===== src/rtl/burst_addr_pkg.sv =====
package burst_addr_pkg;

  typedef enum logic [1:0] {
    ACT_HOLD  = 2'd0,
    ACT_ADV   = 2'd1,
    ACT_LOAD  = 2'd2,
    ACT_CLEAR = 2'd3
  } act_e;

endpackage


===== src/rtl/burst_act_decode.sv =====
module burst_act_decode
  import burst_addr_pkg::*;
(
  input  logic rst,
  input  logic cnt_clr_n,
  input  logic strobe_n,
  input  logic adv_n,
  output act_e act
);

  // Fixed priority: reset / clear, then load, then advance, then hold.
  always_comb begin
    if (rst || !cnt_clr_n)  act = ACT_CLEAR;
    else if (!strobe_n)     act = ACT_LOAD;
    else if (!adv_n)        act = ACT_ADV;
    else                    act = ACT_HOLD;
  end

endmodule


===== src/rtl/burst_next_addr.sv =====
module burst_next_addr
  import burst_addr_pkg::*;
#(
  parameter int AW = 16
) (
  input  act_e          act,
  input  logic [AW-1:0] cur_addr,
  input  logic [AW-1:0] ext_addr,
  output logic [AW-1:0] nxt_addr
);

  localparam logic [AW-1:0] ONE = AW'(1);

  logic [AW-1:0] inc_addr;

  // Plain modulo add: the all-ones value rolls over to zero.
  assign inc_addr = cur_addr + ONE;

  always_comb begin
    unique case (act)
      ACT_CLEAR: nxt_addr = '0;
      ACT_LOAD:  nxt_addr = ext_addr;
      ACT_ADV:   nxt_addr = inc_addr;
      default:   nxt_addr = cur_addr;
    endcase
  end

endmodule


===== src/rtl/burst_addr_gen.sv =====
module burst_addr_gen
  import burst_addr_pkg::*;
#(
  parameter int AW = 16
) (
  input  logic          clk,
  input  logic          rst,
  input  logic          cnt_clr_n,
  input  logic          strobe_n,
  input  logic          adv_n,
  input  logic [AW-1:0] ext_addr,
  output logic [AW-1:0] acc_addr
);

  act_e          act;
  logic [AW-1:0] nxt_addr;
  logic [AW-1:0] addr_q;

  burst_act_decode u_decode (
    .rst       (rst),
    .cnt_clr_n (cnt_clr_n),
    .strobe_n  (strobe_n),
    .adv_n     (adv_n),
    .act       (act)
  );

  burst_next_addr #(.AW(AW)) u_next (
    .act      (act),
    .cur_addr (addr_q),
    .ext_addr (ext_addr),
    .nxt_addr (nxt_addr)
  );

  always_ff @(posedge clk) begin
    addr_q <= nxt_addr;
  end

  assign acc_addr = addr_q;

  // ---------------- assertions ----------------
  logic rst_d;
  always_ff @(posedge clk) rst_d <= rst;

  always @(posedge clk) begin
    if (rst_d) begin
      p_reset_zero_r1: assert (acc_addr == '0);
    end
  end

  p_clear_zero_r2: assert property (@(posedge clk) disable iff (rst)
    !cnt_clr_n |=> acc_addr == '0);

  p_load_ext_r3: assert property (@(posedge clk) disable iff (rst)
    (cnt_clr_n && !strobe_n) |=> acc_addr == $past(ext_addr));

  p_load_beats_adv_r4: assert property (@(posedge clk) disable iff (rst)
    (cnt_clr_n && !strobe_n && !adv_n) |=> acc_addr == $past(ext_addr));

  p_advance_r5: assert property (@(posedge clk) disable iff (rst)
    (cnt_clr_n && strobe_n && !adv_n) |=> acc_addr == $past(acc_addr) + 1'b1);

  p_hold_r6: assert property (@(posedge clk) disable iff (rst)
    (cnt_clr_n && strobe_n && adv_n) |=> $stable(acc_addr));

  p_wrap_r7: assert property (@(posedge clk) disable iff (rst)
    (cnt_clr_n && strobe_n && !adv_n && (&acc_addr)) |=> acc_addr == '0);

endmodule


===== config.mk =====
export PLATFORM = sky130hd
export DESIGN_NAME = burst_addr_gen
export DESIGN_NICKNAME = d
export VERILOG_FILES = /design/src/rtl/burst_addr_pkg.sv /design/src/rtl/burst_act_decode.sv /design/src/rtl/burst_next_addr.sv /design/src/rtl/burst_addr_gen.sv
export SDC_FILE = /design/constraint.sdc
export NUM_CORES = 1
export LEC_CHECK = 0
export ABC_AREA = 1
export BUFFER_PORTS_ARGS = -buffer_cell sky130_fd_sc_hd__buf_2
export CORE_MARGIN = 3
export CORE_UTILIZATION = 50
export DETAILED_ROUTE_END_ITERATION = 8
export MAX_ROUTING_LAYER = met4
export PLACE_DENSITY = 0.79
export SLEW_MARGIN = 30
export SYNTH_ARGS = -nofsm -noshare
export SYNTH_HDL_FRONTEND = slang
export SYNTH_SLANG_ARGS = --single-unit

===== constraint.sdc =====
create_clock -name clk -period 2.1 [get_ports clk]
set_clock_uncertainty 0.1 [all_clocks]
set_input_delay 0.42 -clock clk [delete_from_list [all_inputs] [get_ports clk]]
set_output_delay 0.42 -clock clk [all_outputs]
set_load 0.02 [all_outputs]

# ---- Word-level counts from Yosys, hierarchy flattened
# Index checks and enable logic that the tools add are counted.
# W data, S select, Z words.
dict set report word_totals {
  elab_cells 12
  regBits 16
  output_inout_bits 16
  in_bits 21
}
dict set report op_classes {
  n_eq_ne 3
  addsub 1
  n_reduce_logical 3
  muxes 4
}
# operator count
set op_table {}
lappend op_table {{$pmux W16 S3} 1}
lappend op_table {{$add A16 B1 Y16 const B} 1}
lappend op_table {{$eq A2 B2 Y1 const B} 2}
lappend op_table {{$mux W2} 2}
lappend op_table {{$reduce_bool A3 Y1} 1}
lappend op_table {{$eq A2 B1 Y1 const B} 1}
lappend op_table {{$logic_not A1 Y1} 1}
lappend op_table {{$logic_or A1 B1 Y1} 1}
lappend op_table {{$mux W1} 1}

# ---- Depth between registers and ports, before layout
dict set report depth {
  depth_word 5
  depth_mapped 10
  mapped_depth_nobuf 9
}

# ---- Modules after synthesis
# A second synthesis with hierarchy kept.
dict set report unflattened {
  hier_cells 169
  hier_area_um2 1033.5
}
# mod area_per_inst_um2 seq_area_each_um2 cells_per_inst n_inst
set by_module_without_submodules {}
lappend by_module_without_submodules {burst_next_addr 688.2 0.0 147 1}
lappend by_module_without_submodules {burst_addr_gen 320.3 320.3 16 1}
lappend by_module_without_submodules {burst_act_decode 25.0 0.0 6 1}

# ---- Least setup slack after synthesis
# No wires, ideal clock.
dict set report synth_path {
  path_kind {input -> register}
  start {in cnt_clr_n}
  end {reg addr_q[0] (netlist: acc_addr[0]), data pin}
  required_time_ns 1.729
  arrival_time_ns 1.608
  path_slack_ns 0.121
  path_buffers 2
  setup_time_ns 0.271
  stages 9
  path_cell_list {inv_1 > nor2_1 > inv_1 > nor2_1 > inv_1 > ha_1 > clkbuf_1 > clkbuf_1 > a21oi_1}
}
dict set report synth_via {
  elab_chain_cells 5
  elab_cells_between_ends 7
  classes_between {eq/ne: 3; mux: 2; reduce/logical: 2}
}
# element line_no
set synth_lines {}
lappend synth_lines {{start, declared} burst_addr_gen.sv:8} ;# input logic cnt_clr_n,
lappend synth_lines {{$logic_not A1 Y1 *} burst_act_decode.sv:13} ;# if (rst || !cnt_clr_n) act = ACT_CLEAR;
lappend synth_lines {{$logic_or A1 B1 Y1 *} burst_act_decode.sv:13}
lappend synth_lines {{$mux W2 *} burst_act_decode.sv:13}
lappend synth_lines {{$eq A2 B1 Y1 or $eq A2 B2 Y1 (tied branches)} burst_next_addr.sv:20} ;# unique case (act)
lappend synth_lines {{$pmux W16 S3 *} burst_next_addr.sv:20}
lappend synth_lines {{named net nxt_addr[0]} burst_addr_gen.sv:16} ;# logic [AW-1:0] nxt_addr;
lappend synth_lines {{end signal, assigned} burst_addr_gen.sv:35} ;# addr_q <= nxt_addr;
lappend synth_lines {{end, declared} burst_addr_gen.sv:17} ;# logic [AW-1:0] addr_q;
# The timed path passes the listed nets; every way through them passes the cells marked *.
# A chain may end at the register's enable or synchronous reset.

# ---- Final worst setup path
dict set report layout_path {
  start {reg addr_q[0] (netlist: acc_addr[0])}
  end {reg addr_q[10] (netlist: acc_addr[10]), data pin}
}
dict set report layout_via {
  elab_chain_cells 2
}
# element line_no
set layout_lines {}
lappend layout_lines {{$add A16 B1 Y16} burst_next_addr.sv:17} ;# assign inc_addr = cur_addr + ONE;
lappend layout_lines {{$pmux W16 S3} burst_next_addr.sv:20}
lappend layout_lines {{named net nxt_addr[10]} burst_addr_gen.sv:16}
# The timed path passes the listed nets, and every way through them passes these cells.

==> results.sh <==
export IMPL_ctsHtreeMaxLevel=1
export IMPL_tns_ps=0
export IMPL_p_per_area_nw_per_um2=452
export IMPL_fin_area_sq_um=1410
export IMPL_critPathKind="register to register"
export IMPL_synth_edff_count=16
export IMPL_syn_cell_area_sq_um=1160
export IMPL_area_growth_pct=21.2
export IMPL_syn_inst=157
export IMPL_grt_pass1_vias=1102
export IMPL_crit_arrival_ps=1700
export IMPL_largest_reg_flops=16
export IMPL_port_buffers=36
export IMPL_yosys_register_bits=16
export IMPL_vias_per_cell=5.04
export IMPL_leakagePower_nw=0.649
export IMPL_place_gp_congestion=0.913
export IMPL_maxCapViolations=0
export IMPL_wl_per_cell_um=12.8
export IMPL_yosysTopAreaCellShare_pct=41.4
export IMPL_slew_viol_final=0
export IMPL_antennaDiodeCount=0
export IMPL_core_area_sq_um=2080
export IMPL_hold_buffers=0
export IMPL_synth_cell_type_count=19
export IMPL_end_kind="register"
export IMPL_antenna_found_initial=0
export IMPL_cts_tree="done"
export IMPL_synth_nets=182
export IMPL_insertion_delay_ps=290
export IMPL_grtUsageTotal_pct=22.4
export IMPL_route_detailed_drc=0
export IMPL_hpwl_mm=2.20
export IMPL_num_rows=16
export IMPL_tightest_slew_ps=279
export IMPL_grt_start_max_net_pins=17
export IMPL_slew_headroom_pct=81.2
export IMPL_final_cell_count_no_fill=223
export IMPL_post_cts_buffers=0
export IMPL_ios=37
export IMPL_place_inst=219
export IMPL_wirelength_mm=2.86
export IMPL_min_period_ps=1670
export IMPL_fin_util_pct=67.6
export IMPL_required_ps=2140
export IMPL_synth_largest_area_cell="edfxtp_1"
export IMPL_first_pass_iters=4
export IMPL_fmax_ghz=0.600
export IMPL_cts_sinks=16
export IMPL_place_ws_ps=225
export IMPL_initial_core_util_pct=55.8
export IMPL_fin_total_pwr_mw=0.636
export IMPL_start_kind="register"
export IMPL_setup_viol=0
export IMPL_rsz0062_at_grt="false"
export IMPL_layout_nets=222
export IMPL_synth_area_top_cells="edfxtp_1, nand2_1, a21oi_1"
export IMPL_die_w_um=54.2
export IMPL_status="completed"
export IMPL_detail_route_antenna_nets=0
export IMPL_gr_total_overflow=0
export IMPL_hold_path_class="primary input to register"
export IMPL_synthArstFlopShare_pct=0
export IMPL_synth_seq_area_share_pct=41.4
export IMPL_cts_buffers=3
export IMPL_clock_root_buffer="clkbuf_4"
export IMPL_cts_buffer_depth=2
export IMPL_grt_pass1_wl_mm=4.66
export IMPL_whs_ps=376
export IMPL_syn_area_per_cell_sq_um=7.40
export IMPL_clk_pin_slew_ps=110
export IMPL_ys_warn_count=0
export IMPL_synth_most_common_cell="nand2_1"
export IMPL_dpl_instance_area_sq_um=1380
export IMPL_peakVddDrop_mv=0.546
export IMPL_drtIter0Drc=28
export IMPL_final_layout_size_suffix_gt1_share_pct=27.6
export IMPL_crit_path_max_fanout=5
export IMPL_dieArea_sq_um=2940
export IMPL_die_h_um=54.2
export IMPL_synth_main_ff_cell="edfxtp_1"
export IMPL_final_setup_worst_slack_ps=434
export IMPL_period_share_pct=79.3
export IMPL_hold_violations=0
export IMPL_yosys_top_cells_count="nand2_1, inv_1, a21oi_1"
export IMPL_post_cts_resize_count=0
export IMPL_via_count=1125
==> worst max-delay path, cell delays in order (launching register included) <==
cell and delay (ps):
edfxtp_1 440, ha_1 270, nand3_1 90, inv_1 60, nand2_1 150, inv_1 80
nand3_1 70, nand3_1 90, a21oi_1 160
==> path summary, 6_finish.rpt <==
| path | startpoint | to | slack, ps | depth (start not counted) |
|---|---|---|---|---|
| max | acc_addr[0]$_DFFE_PP_ | acc_addr[10]$_DFFE_PP_ | 430 | 8 |
| min | ext_addr[2] | acc_addr[2]$_DFFE_PP_ | 380 | 3 |
| max reg2reg | acc_addr[0]$_DFFE_PP_ | acc_addr[10]$_DFFE_PP_ | 430 | 8 |
| min reg2reg | acc_addr[4]$_DFFE_PP_ | acc_addr[4]$_DFFE_PP_ | 660 | 2 |
==> where the power goes <==
group          internal, mW  switching (mW)  leakage, nW
registers             0.359          0.0124        0.194
clock network        0.0689           0.106       0.0154
logic                0.0357          0.0538        0.439
==> metal layers <==
| metal | track usage (%) | share of wire [%] | up-vias |
|---|---|---|---|
| li1 | - | - | 594 |
| met3 | 2.49 | 3.9 | 2 |
| met1 | 26.2 | 44 | 506 |
| met5 | - | 0 | - |
| met2 | 40.4 | 52 | 23 |
| met4 | 5.81 | 0.49 | 0 |
==> kinds of logic after synthesis <==
group | share of synthesized area, %
compound gates | 16.2
xor+xnor | 0.754
fa+ha+maj | 4.31
buf+inv | 9.81
flops | 41.4
simple gates | 27.6
==> layout by cell type (no fill, tap or decap), drive strengths merged <==
cell type / instances
nand3: 16
nand2: 41
o21ai: 9
xor2: 1
ha: 4
buf: 40
clkbuf: 3
inv: 24
clkinv: 1
nand4: 1
edfxtp: 16
a21oi: 21
nor2: 14
o21bai: 4
nor3: 1
==> cell type report <==
class / count / area [sq um]
Tap cell: 27 / 33.8
Timing Repair Buffer: 40 / 210
Fill cell: 198 / 674
Inverter: 24 / 90.1
Multi-Input combinational cell: 112 / 567
Clock buffer: 3 / 22.5
Sequential cell: 16 / 480
Clock inverter: 1 / 3.75
No activity file was read; power rests on OpenSTA's default activity.
